==> src/rtl/tmap_pkg.sv <==
`timescale 1ns/1ps
package tmap_pkg;

  localparam int CELL_SH  = 3;          // cells are 8x8 pixels
  localparam int COLOUR_W = 8;

  // position inside a cell plus the per-pixel mode bit
  typedef struct packed {
    logic [2:0] u;
    logic [2:0] v;
    logic       mono;
  } cell_pos_t;

  // what the output stage needs to pick a pixel from the glyph byte
  typedef struct packed {
    logic [2:0] sel;
    logic [6:0] pal;
    logic       mono;
  } pick_t;

endpackage

==> src/rtl/tmap_addr_stage.sv <==
`timescale 1ns/1ps
module tmap_addr_stage
  import tmap_pkg::*;
#(
  parameter int COLS_WIDE   = 80,
  parameter int COLS_NARROW = 40,
  parameter int ROWS        = 32,
  parameter int BANK_AW     = 14,
  parameter int BASE_LSB    = 8,
  localparam int XW  = $clog2(COLS_WIDE * 8),
  localparam int YW  = $clog2(ROWS * 8),
  localparam int MAW = BANK_AW - 1,
  localparam int BW  = BANK_AW - BASE_LSB
) (
  input  logic           clk,
  input  logic           rst_ni,
  input  logic           pix_en,
  input  logic [XW-1:0]  pix_x,
  input  logic [YW-1:0]  pix_y,
  input  logic           wide,
  input  logic           mono,
  input  logic [XW-1:0]  scroll_x,
  input  logic [YW-1:0]  scroll_y,
  input  logic [BW-1:0]  map_base,
  output logic           s0_valid,
  output cell_pos_t      s0_pos,
  output logic [MAW-1:0] map_addr
);

  localparam int SW     = XW + 1;
  localparam int W_WIDE = COLS_WIDE * 8;
  localparam int W_NARR = COLS_NARROW * 8;
  localparam int NRED   = (1 << SW) / W_NARR + 1;
  localparam int MLO    = MAW - BW;   // map_base is in 256-byte units

  logic [SW-1:0]  span, sx;
  logic [YW-1:0]  sy;
  logic [MAW-1:0] cell_off, addr_d;
  cell_pos_t      pos_d;

  // next state: scroll, wrap and map address
  always_comb begin
    span = wide ? SW'(W_WIDE) : SW'(W_NARR);
    sx   = SW'(pix_x) + SW'(scroll_x);
    for (int i = 0; i < NRED; i++) begin
      if (sx >= span) sx = sx - span;
    end
    // ROWS*8 is a power of two, so the line wraps by truncation
    sy       = pix_y + scroll_y;
    cell_off = MAW'(sy[YW-1:CELL_SH]) * MAW'(wide ? COLS_WIDE : COLS_NARROW)
             + MAW'(sx[SW-1:CELL_SH]);
    addr_d   = (MAW'(map_base) << MLO) + cell_off;
    pos_d.u    = sx[2:0];
    pos_d.v    = sy[2:0];
    pos_d.mono = mono;
  end

  always_ff @(posedge clk or negedge rst_ni) begin
    if (!rst_ni) begin
      s0_valid <= 1'b0;
      s0_pos   <= '0;
      map_addr <= '0;
    end else begin
      s0_valid <= pix_en;
      if (pix_en) begin
        s0_pos   <= pos_d;
        map_addr <= addr_d;
      end
    end
  end

  // every map read falls inside the map area of the layout in use
  p_map_window_r5: assert property (@(posedge clk) disable iff (!rst_ni)
    s0_valid |-> (MAW'(map_addr - (MAW'($past(map_base)) << MLO)) <
                  ($past(wide) ? MAW'(ROWS * COLS_WIDE) : MAW'(ROWS * COLS_NARROW))));

endmodule

==> src/rtl/tmap_glyph_stage.sv <==
`timescale 1ns/1ps
module tmap_glyph_stage
  import tmap_pkg::*;
#(
  parameter int BANK_AW  = 14,
  parameter int BASE_LSB = 8,
  localparam int BW = BANK_AW - BASE_LSB
) (
  input  logic               clk,
  input  logic               rst_ni,
  input  logic               in_valid,
  input  cell_pos_t          in_pos,
  input  logic [15:0]        map_rdata,
  input  logic [BW-1:0]      glyph_base,
  output logic               glyph_rd_en,
  output logic [BANK_AW-1:0] glyph_addr,
  output pick_t              out_pick
);

  localparam int MONO_SPAN = 256 * 8;

  logic         a_valid;
  cell_pos_t    a_pos;
  logic [7:0]   idx, attr;
  logic [2:0]   u1, v1, gc, gr;
  logic [BANK_AW-1:0] off, addr_d;
  pick_t        pick_d;
  logic         unused_attr_bit;

  // align the cell position with the map word returning from memory
  always_ff @(posedge clk or negedge rst_ni) begin
    if (!rst_ni) begin
      a_valid <= 1'b0;
      a_pos   <= '0;
    end else begin
      a_valid <= in_valid;
      if (in_valid) a_pos <= in_pos;
    end
  end

  // next state: decode attributes, transform, glyph address
  always_comb begin
    idx  = map_rdata[7:0];
    attr = map_rdata[15:8];
    u1   = attr[3] ? ~a_pos.u : a_pos.u;
    v1   = attr[2] ? ~a_pos.v : a_pos.v;
    if (a_pos.mono) begin
      gc         = a_pos.u;
      gr         = a_pos.v;
      off        = BANK_AW'({idx, 3'b000}) + BANK_AW'(gr);
      pick_d.pal = attr[7:1];
    end else begin
      if (attr[1]) begin
        gc = v1;
        gr = ~u1;
      end else begin
        gc = u1;
        gr = v1;
      end
      off        = BANK_AW'({idx, 5'b00000}) + BANK_AW'({gr, 2'b00}) + BANK_AW'(gc[2:1]);
      pick_d.pal = {3'b000, attr[7:4]};
    end
    pick_d.sel  = gc;
    pick_d.mono = a_pos.mono;
    addr_d      = (BANK_AW'(glyph_base) << BASE_LSB) + off;
  end

  assign unused_attr_bit = attr[0];

  always_ff @(posedge clk or negedge rst_ni) begin
    if (!rst_ni) begin
      glyph_rd_en <= 1'b0;
      glyph_addr  <= '0;
      out_pick    <= '0;
    end else begin
      glyph_rd_en <= a_valid;
      if (a_valid) begin
        glyph_addr <= addr_d;
        out_pick   <= pick_d;
      end
    end
  end

  // monochrome reads stay within 8 bytes per glyph of the glyph base
  p_mono_window_r8: assert property (@(posedge clk) disable iff (!rst_ni)
    (glyph_rd_en && out_pick.mono) |->
      (BANK_AW'(glyph_addr - (BANK_AW'($past(glyph_base)) << BASE_LSB)) < BANK_AW'(MONO_SPAN)));

  // a rotate or mirror pick only exists in 4-bit mode, where pal tops at 15
  p_pal_range_r6: assert property (@(posedge clk) disable iff (!rst_ni)
    (glyph_rd_en && !out_pick.mono) |-> (out_pick.pal[6:4] == 3'b000));

endmodule

==> src/rtl/tmap_pixel_stage.sv <==
`timescale 1ns/1ps
module tmap_pixel_stage
  import tmap_pkg::*;
(
  input  logic                clk,
  input  logic                rst_ni,
  input  logic                in_valid,
  input  pick_t               in_pick,
  input  logic [7:0]          glyph_rdata,
  input  logic [3:0]          trans_idx,
  output logic                pix_valid,
  output logic [COLOUR_W-1:0] pix_colour,
  output logic                pix_transparent
);

  logic                b_valid;
  pick_t               b_pick;
  logic [3:0]          nib;
  logic                bit_v;
  logic [COLOUR_W-1:0] colour_d;
  logic                transp_d;

  // align the pick data with the glyph byte returning from memory
  always_ff @(posedge clk or negedge rst_ni) begin
    if (!rst_ni) begin
      b_valid <= 1'b0;
      b_pick  <= '0;
    end else begin
      b_valid <= in_valid;
      if (in_valid) b_pick <= in_pick;
    end
  end

  always_comb begin
    nib      = b_pick.sel[0] ? glyph_rdata[3:0] : glyph_rdata[7:4];
    bit_v    = glyph_rdata[~b_pick.sel];
    colour_d = b_pick.mono ? {b_pick.pal, bit_v} : {b_pick.pal[3:0], nib};
    transp_d = (colour_d[3:0] == trans_idx);
  end

  always_ff @(posedge clk or negedge rst_ni) begin
    if (!rst_ni) begin
      pix_valid       <= 1'b0;
      pix_colour      <= '0;
      pix_transparent <= 1'b0;
    end else begin
      pix_valid <= b_valid;
      if (b_valid) begin
        pix_colour      <= colour_d;
        pix_transparent <= transp_d;
      end
    end
  end

  // an empty slot keeps the previous result on the outputs
  p_hold_r10: assert property (@(posedge clk) disable iff (!rst_ni)
    !b_valid |=> ($stable(pix_colour) && $stable(pix_transparent)));

  // the flag tracks the low nibble against the key used at that edge
  p_transp_key_r9: assert property (@(posedge clk) disable iff (!rst_ni)
    $rose(pix_valid) |-> (pix_transparent == (pix_colour[3:0] == $past(trans_idx))));

endmodule

==> src/rtl/tilemap_gen.sv <==
`timescale 1ns/1ps
module tilemap_gen
  import tmap_pkg::*;
#(
  parameter int COLS_WIDE   = 80,
  parameter int COLS_NARROW = 40,
  parameter int ROWS        = 32,
  parameter int BANK_AW     = 14,
  parameter int BASE_LSB    = 8,
  localparam int XW  = $clog2(COLS_WIDE * 8),
  localparam int YW  = $clog2(ROWS * 8),
  localparam int MAW = BANK_AW - 1,
  localparam int BW  = BANK_AW - BASE_LSB
) (
  input  logic                clk,
  input  logic                rst_n,
  input  logic                pix_en,
  input  logic [XW-1:0]       pix_x,
  input  logic [YW-1:0]       pix_y,
  input  logic                wide,
  input  logic                mono,
  input  logic [XW-1:0]       scroll_x,
  input  logic [YW-1:0]       scroll_y,
  input  logic [BW-1:0]       map_base,
  input  logic [BW-1:0]       glyph_base,
  input  logic [3:0]          trans_idx,
  output logic                map_rd_en,
  output logic [MAW-1:0]      map_addr,
  input  logic [15:0]         map_rdata,
  output logic                glyph_rd_en,
  output logic [BANK_AW-1:0]  glyph_addr,
  input  logic [7:0]          glyph_rdata,
  output logic                pix_valid,
  output logic [COLOUR_W-1:0] pix_colour,
  output logic                pix_transparent
);

  // reset: asserted asynchronously, released on the clock
  logic [1:0] rst_sync;
  logic       rst_ni;

  always_ff @(posedge clk or negedge rst_n) begin
    if (!rst_n) rst_sync <= 2'b00;
    else        rst_sync <= {rst_sync[0], 1'b1};
  end
  assign rst_ni = rst_sync[1];

  cell_pos_t s0_pos;
  pick_t     s1_pick;

  tmap_addr_stage #(
    .COLS_WIDE(COLS_WIDE), .COLS_NARROW(COLS_NARROW), .ROWS(ROWS),
    .BANK_AW(BANK_AW), .BASE_LSB(BASE_LSB)
  ) u_addr (
    .clk(clk), .rst_ni(rst_ni), .pix_en(pix_en), .pix_x(pix_x), .pix_y(pix_y),
    .wide(wide), .mono(mono), .scroll_x(scroll_x), .scroll_y(scroll_y),
    .map_base(map_base), .s0_valid(map_rd_en), .s0_pos(s0_pos), .map_addr(map_addr)
  );

  tmap_glyph_stage #(.BANK_AW(BANK_AW), .BASE_LSB(BASE_LSB)) u_glyph (
    .clk(clk), .rst_ni(rst_ni), .in_valid(map_rd_en), .in_pos(s0_pos),
    .map_rdata(map_rdata), .glyph_base(glyph_base),
    .glyph_rd_en(glyph_rd_en), .glyph_addr(glyph_addr), .out_pick(s1_pick)
  );

  tmap_pixel_stage u_pixel (
    .clk(clk), .rst_ni(rst_ni), .in_valid(glyph_rd_en), .in_pick(s1_pick),
    .glyph_rdata(glyph_rdata), .trans_idx(trans_idx),
    .pix_valid(pix_valid), .pix_colour(pix_colour), .pix_transparent(pix_transparent)
  );

  // edges since reset release, saturating; bounds the $past windows below
  logic [2:0] live_cnt;
  always_ff @(posedge clk or negedge rst_ni) begin
    if (!rst_ni)               live_cnt <= '0;
    else if (live_cnt != 3'd7) live_cnt <= live_cnt + 3'd1;
  end

  // result slot follows the request by exactly four edges
  p_latency_r2: assert property (@(posedge clk) disable iff (!rst_ni)
    (live_cnt >= 3'd5) |-> (pix_valid == $past(pix_en, 5)));

  // glyph fetch trails the map fetch by two cycles, one for one
  p_fetch_pair_r2: assert property (@(posedge clk) disable iff (!rst_ni)
    (live_cnt >= 3'd5) |-> (glyph_rd_en == $past(map_rd_en, 2)));

endmodule

==> config.mk <==
export PLATFORM = sky130hd
export DESIGN_NAME = tilemap_gen
export DESIGN_NICKNAME = d
export VERILOG_FILES = /design/src/rtl/tmap_pkg.sv /design/src/rtl/tmap_addr_stage.sv /design/src/rtl/tmap_glyph_stage.sv /design/src/rtl/tmap_pixel_stage.sv /design/src/rtl/tilemap_gen.sv
export SDC_FILE = /design/constraint.sdc
export NUM_CORES = 1
export LEC_CHECK = 0
export ABC_AREA = 1
export BUFFER_PORTS_ARGS = -buffer_cell sky130_fd_sc_hd__buf_2
export CORE_ASPECT_RATIO = 0.8
export CORE_MARGIN = 3
export CORE_UTILIZATION = 50
export CTS_CLUSTER_SIZE = 28
export DETAILED_ROUTE_END_ITERATION = 16
export HOLD_SLACK_MARGIN = 0.12
export PLACE_DENSITY = 0.79
export SETUP_SLACK_MARGIN = 0.5
export SLEW_MARGIN = 15
export SYNTH_ARGS = -nofsm -noshare
export SYNTH_HDL_FRONTEND = slang
export SYNTH_HIERARCHICAL = 1
export SYNTH_SLANG_ARGS = --single-unit
==> constraint.sdc <==
create_clock -name clk -period 5.81 [get_ports clk]
set_input_delay 0.2905 -clock clk [delete_from_list [all_inputs] [get_ports clk]]
set_output_delay 0.2905 -clock clk [all_outputs]
set_load 0.02 [all_outputs]
# Word level (Yosys, flattened, before mapping)
# Cells that the tools add are included.
[word_totals]
out_inout_bits = 39
regBits = 79
word_cells = 73
inputBits = 81
[classes]
muxes = 22
mul = 1
addsub = 15
n_eq_ne = 1
n_lt_le_gt_ge = 8
bitwise = 4
[ops]
columns = ["cell", "n"]
rows = [
  ["$ge A11 B11 Y1", 7],
  ["$mux W11", 7],
  ["$sub A11 B11 Y11", 7],
  ["$mux W3", 7],
  ["$add A13 B5 Y14", 1],
  ["$add A14 B14 Y14", 1],
  ["$add A14 B2 Y14", 1],
  ["$mux W14", 1],
  ["$mux W7", 2],
  ["$add A13 B13 Y13", 1],
  ["$add A13 B8 Y13", 1],
  ["$mul A5 B13 Y13", 1],
  ["$add A11 B3 Y12", 1],
  ["$not A3 Y3", 4],
  ["$add A10 B10 Y11", 1],
  ["$mux W10", 1],
  ["$add A8 B8 Y8", 1],
  ["$mux W8", 1],
  ["$eq A4 B4 Y1", 1],
  ["$lt A3 B4 Y1 const B", 1],
  ["$mux W4", 1],
  ["$bmux W1 S3", 1],
  ["$mux W1", 1],
]

# Logic depth before layout (Yosys ltp)
[depth]
ltp_word = 17
mapped_depth = 98
ltp_nobuf = 98

# Hierarchy
# The synthesis kept the hierarchy.
[modules_own_cells]
columns = ["module", "cells_per_inst", "seq_area_each_um2", "instances", "area_each_um2"]
rows = [
  ["tmap_addr_stage", 611, 525.5, 1, 4169.0],
  ["tmap_glyph_stage", 203, 850.8, 1, 1780.5],
  ["tmap_pixel_stage", 129, 550.5, 1, 1093.5],
  ["tilemap_gen", 3, 50.0, 1, 53.8],
]

# Worst setup path before layout
# No wires, ideal clock.
[synth_path]
kind = "input to register"
from = "input pix_x[0]"
to = "register u_addr.map_addr[12]"
path_slack_ps = -6365
arrival_time_ps = 12046
n_path_buf = 0
setup_ps = 128
stages = 87
required_ps = 5682
cell_sequence = "ha_1 > inv_1 > fa_1 > inv_1 > nand3_1 > nand2_1 > nand3_1 > nand2_1 > xor2_1 > ha_1 > o21ai_0 > nand2_1 > nand2_1 > nand2_1 > nor2_4 > nand2_4 > nand2_1 > nand2_1 > [... 51 more ...] > nor2_4 > nand2_1 > nand2_1 > fa_1 > ha_1 > fa_1 > inv_1 > fa_1 > inv_1 > fa_1 > inv_1 > o31ai_1 > inv_1 > nor2_1 > or2_2 > a21oi_1 > xnor2_1 > o21ai_0"
[synth_between]
elab_chain_cells = 17
word_cells_on_any_way = 24
classes_between = "add/sub: 10; order compare: 7; mux: 7"
[synth_rtl]
columns = ["item", "line", "source"]
rows = [
  ["start: declaration", "tilemap_gen.sv:18", "input logic [XW-1:0] pix_x,"],
  ["$add A10 B10 Y11 *", "tmap_addr_stage.sv:44", "sx = SW'(pix_x) + SW'(scroll_x);"],
  ["$sub A11 B11 Y11 / $ge A11 B11 Y1 (equally long branches)", "tmap_addr_stage.sv:46", "if (sx >= span) sx = sx - span;"],
  ["$mux W11 *", "tmap_addr_stage.sv:46", ""],
  ["$sub A11 B11 Y11 / $ge A11 B11 Y1 (equally long branches)", "tmap_addr_stage.sv:46", ""],
  ["$mux W11 *", "tmap_addr_stage.sv:46", ""],
  ["$sub A11 B11 Y11 / $ge A11 B11 Y1 (equally long branches)", "tmap_addr_stage.sv:46", ""],
  ["$mux W11 *", "tmap_addr_stage.sv:46", ""],
  ["$sub A11 B11 Y11 / $ge A11 B11 Y1 (equally long branches)", "tmap_addr_stage.sv:46", ""],
  ["$mux W11 *", "tmap_addr_stage.sv:46", ""],
  ["$sub A11 B11 Y11 / $ge A11 B11 Y1 (equally long branches)", "tmap_addr_stage.sv:46", ""],
  ["$mux W11 *", "tmap_addr_stage.sv:46", ""],
  ["$sub A11 B11 Y11 / $ge A11 B11 Y1 (equally long branches)", "tmap_addr_stage.sv:46", ""],
  ["$mux W11 *", "tmap_addr_stage.sv:46", ""],
  ["$sub A11 B11 Y11 / $ge A11 B11 Y1 (equally long branches)", "tmap_addr_stage.sv:46", ""],
  ["$mux W11 *", "tmap_addr_stage.sv:46", ""],
  ["$add A13 B8 Y13 *", "tmap_addr_stage.sv:51", "+ MAW'(sx[SW-1:CELL_SH]);"],
  ["$add A13 B13 Y13 *", "tmap_addr_stage.sv:52", "addr_d = (MAW'(map_base) << MLO) + cell_off;"],
  ["end signal: assignment", "tmap_addr_stage.sv:67", "map_addr <= addr_d;"],
  ["end: declaration", "tmap_addr_stage.sv:27", "output logic [MAW-1:0] map_addr"],
]
# Mark *: on every way between the ends. The rest lies on a longest branch, timed or not.
# A chain may end at the register's enable or synchronous reset.

# Final worst setup path
[layout_path]
from = "input scroll_x[0]"
to = "register u_addr.map_addr[12]"
[layout_between]
elab_chain_cells = 17
word_cells_on_any_way = 24
classes_between = "add/sub: 10; order compare: 7; mux: 7"
[layout_rtl]
columns = ["item", "line", "source"]
rows = [
  ["start: declaration", "tilemap_gen.sv:22", "input logic [XW-1:0] scroll_x,"],
  ["$add A10 B10 Y11 *", "tmap_addr_stage.sv:44", ""],
  ["$sub A11 B11 Y11 / $ge A11 B11 Y1 (equally long branches)", "tmap_addr_stage.sv:46", ""],
  ["$mux W11 *", "tmap_addr_stage.sv:46", ""],
  ["$sub A11 B11 Y11 / $ge A11 B11 Y1 (equally long branches)", "tmap_addr_stage.sv:46", ""],
  ["$mux W11 *", "tmap_addr_stage.sv:46", ""],
  ["$sub A11 B11 Y11 / $ge A11 B11 Y1 (equally long branches)", "tmap_addr_stage.sv:46", ""],
  ["$mux W11 *", "tmap_addr_stage.sv:46", ""],
  ["$sub A11 B11 Y11 / $ge A11 B11 Y1 (equally long branches)", "tmap_addr_stage.sv:46", ""],
  ["$mux W11 *", "tmap_addr_stage.sv:46", ""],
  ["$sub A11 B11 Y11 / $ge A11 B11 Y1 (equally long branches)", "tmap_addr_stage.sv:46", ""],
  ["$mux W11 *", "tmap_addr_stage.sv:46", ""],
  ["$sub A11 B11 Y11 / $ge A11 B11 Y1 (equally long branches)", "tmap_addr_stage.sv:46", ""],
  ["$mux W11 *", "tmap_addr_stage.sv:46", ""],
  ["$sub A11 B11 Y11 / $ge A11 B11 Y1 (equally long branches)", "tmap_addr_stage.sv:46", ""],
  ["$mux W11 *", "tmap_addr_stage.sv:46", ""],
  ["$add A13 B8 Y13 *", "tmap_addr_stage.sv:51", ""],
  ["$add A13 B13 Y13 *", "tmap_addr_stage.sv:52", ""],
]
# Marked as above.

==> results.py <==
metrics = {
    "clock_tree": {
        "cts_sinks": 79,
        "clk_latency_ns": 0.32,
        "cts_htree_levels": 3,
        "tritoncts": "yes",
        "clock-root-buffer": "clkbuf_16",
        "cts_buffers": 9,
        "clkTransAtPathRegs_ns": 0.06,
        "cts_buffer_depth": 2,
    },
    "grt": {
        "grt_usage_pct": 25.1,
        "grt_max_degree": 78,
        "antenna_found_initial": 0,
        "grt_pass1_wl_um": 33100,
        "overflow": 0,
        "first_global_vias": 7191,
    },
    "floorplanning": {
        "coreArea_um2": 13700,
        "rows": 38,
        "initial_core_util_pct": 51.6,
        "die_h_um": 113,
        "die_area_um2": 15700,
        "die_w_um": 139,
        "ios": 120,
    },
    "drt": {
        "viasPerCell": 5.42,
        "num_vias": 7655,
        "routedWlPerCell_um": 16.1,
        "wl_um": 22800,
        "met1_length_um": 9260,
        "drtIter0Drc": 616,
        "top_layer_used": "met4",
        "dr_wl_met3_um": 1460,
        "dr.pass1.iters": 6,
        "drc_errors": 0,
        "met2_length_um": 11100,
        "ant_nets": 0,
    },
    "sta": {
        "final.setup.tns_ns": -56.35,
        "max_slew_margin_pct": 34.5,
        "rsz0062_at_grt": "true",
        "maxSlewViolCount": 0,
        "worst_pin_slew_ns": 0.983,
        "skew_ns": 0.00791,
        "fmax_mhz": 81.6,
        "fin_hold_ws_ns": 0.172,
        "finalSetupViolations": 10,
        "min_period_ns": 12.25,
        "timing.final.crit_share_pct": 211,
        "setup_ws_ns": -6.44,
        "hold_viol": 0,
    },
    "logic_synthesis": {
        "synthFlopType": "dfrtp_1",
        "synth_common_cells": "281 x nand2_1, 136 x inv_1, 79 x dfrtp_1",
        "synth_most_common_cell": "nand2_1",
        "yosys.area.top_type": "dfrtp_1",
        "ys_warn_count": 6,
        "ys_seq_area_share_pct": 27.9,
        "syn_inst": 946,
        "async_flop_share_pct": 100,
        "syn_avg_cell_area_um2": 7.50,
        "ys_ff_latch": 79,
        "synth_enable_flop_cells": 0,
        "synth_nets": 1122,
        "ys_types": 46,
        "syn_area_um2": 7100,
        "synth.area.top_cells": "dfrtp_1 28%, nand2_1 15%, ha_1 13%, inv_1 7.2%, fa_1 5.9%",
        "yosys.area.top_type_share_pct": 27.9,
    },
    "critical_path": {
        "crit_path_max_fanout": 5,
        "cp_num_buf_inv": 14,
        "critical_path.top_delay_family": "adder cells",
        "reg2reg_depth": 9,
        "crit_start": "scroll_x[0]",
        "crit-reg2reg-launch": "u_glyph/a_pos[0]$_DFFE_PN0P_",
        "worstSetupPathType": "in -> reg",
        "cp.depth": 88,
        "cp-end-kind": "flop",
        "cpMaxStageDelayCell": "fa_1",
        "arrival_ns": 12.42,
        "start_kind": "primary input",
        "crit_top_cell": "nand2_2",
        "reg2reg_slack_ns": 3.85,
        "required_ns": 5.98,
        "max_stage_delay_ns": 0.52,
    },
    "placed_design": {
        "io_buffers": 118,
        "dp_hpwl_um": 14200,
        "gp_congestion": 0.903,
    },
    "outcome": {
        "outcome": "complete, but fails checks",
        "violations": "negative setup slack",
    },
    "hold_path": {
        "hold_path.class": "in -> reg",
        "min_path_cells": 3,
        "min_from": "mono",
    },
    "finish": {
        "antenna_cells": 0,
        "drive_gt1_share_pct": 44.1,
        "final_nets": 1404,
        "fin_util_pct": 75.5,
        "syn_to_final_growth_pct": 46.2,
    },
    "job": {
        "drv_cap": 0,
    },
}
-- logic make-up after synthesis --
family          after synthesis  share of synthesized area [%]
simple gates                455                           29.1
buf+inv                     166                           9.82
compound gates              119                           10.3
fa+ha+maj                    95                           19.0
flops                        79                           27.9
xor+xnor                     26                           3.21
mux                           4                          0.635
other cells                   2                          0.106
-- area by class of cell --
class                   instances  area (um^2)
clock buffers                   9          225
multi-input cells             701         5370
clock inverters                 7          103
inverters                     148          578
repair buffers                289         1900
fillers                       902         3370
well taps                     180          225
flip-flops and latches         79         1980
-- final timing paths --
path                                                           end
worst max-delay path               u_addr/map_addr[12]$_DFFE_PN0P_
worst min-delay path                  u_addr/s0_pos[0]$_DFFE_PN0P_
worst max register to register  u_glyph/glyph_addr[12]$_DFFE_PN0P_
worst min register to register               rst_sync[1]$_DFF_PN0_
max in group asynchronous             u_glyph/a_pos[2]$_DFFE_PN0P_
min in group asynchronous                    rst_sync[1]$_DFF_PN0_
-- per-layer routing --
| metal | track usage (%) | up-vias |
|---|---|---|
| li1 | - | 3600 |
| met1 | 32.9 | 3614 |
| met2 | 43.3 | 345 |
| met3 | 3.58 | 96 |
| met4 | 7.76 | 0 |
| met5 | 0 | - |
-- registers in the layout, indices dropped and copies added (netlist names) --
| register | flops |
|---|---|
| rst_sync | 2 |
| u_addr/map_addr | 13 |
| u_addr/s0_pos | 7 |
| u_addr/s0_valid | 1 |
| u_glyph/a_pos | 7 |
| u_glyph/a_valid | 1 |
| u_glyph/glyph_addr | 14 |
| u_glyph/glyph_rd_en | 1 |
| u_glyph/out_pick | 11 |
| u_pixel/b_pick | 11 |
| u_pixel/b_valid | 1 |
| u_pixel/pix_colour | 8 |
| u_pixel/pix_transparent | 1 |
| u_pixel/pix_valid | 1 |
-- placed cells by master (no fill, tap or decap), drive strengths merged, types with 4 or more instances in the layout --
cell type	n
a21oi	27
a31oi	5
buf	288
clkbuf	9
clkinv	4
dfrtp	79
fa	21
ha	74
inv	149
mux2	4
nand2	312
nand3	62
nand4	6
nor2	61
nor3	5
o211ai	8
o21ai	58
o221ai	6
o31ai	5
xnor2	13
xor2	13
-- stage by stage --
stage                     instances  instance area [um^2]  setup slack (ns)
after floorplan                 946                  7380             -5.40
after global placement         1337                  8910             -6.00
after detailed placement       1337                  8910             -6.47
after CTS                      1394                  9830             -5.71
after global routing           1413                 10400             -6.98
final                          1413                 10400             -6.44
-- worst reg2reg max path: cells and delay by family (launching register included) --
family / cells / cell delay [ns]
adders and majority gates: 2 / 0.63
DFF: 1 / 0.56
AOI/OAI and AO/OA: 2 / 0.25
and+or+nand+nor: 5 / 0.40
-- what timing repair did --
| item | CTS | global route |
|---|---|---|
| pin swaps | 86 | 102 |
| endpoints found under the hold margin | 2 | 0 |
| gates resized for setup | 67 | 80 |
| setup endpoints to repair | 10 | 10 |
| hold buffers | 1 | 0 |
| setup buffers | 40 | 19 |
Power is not shown: default switching activity piles up to over one toggle a cycle in this logic, so the estimate is an artifact.
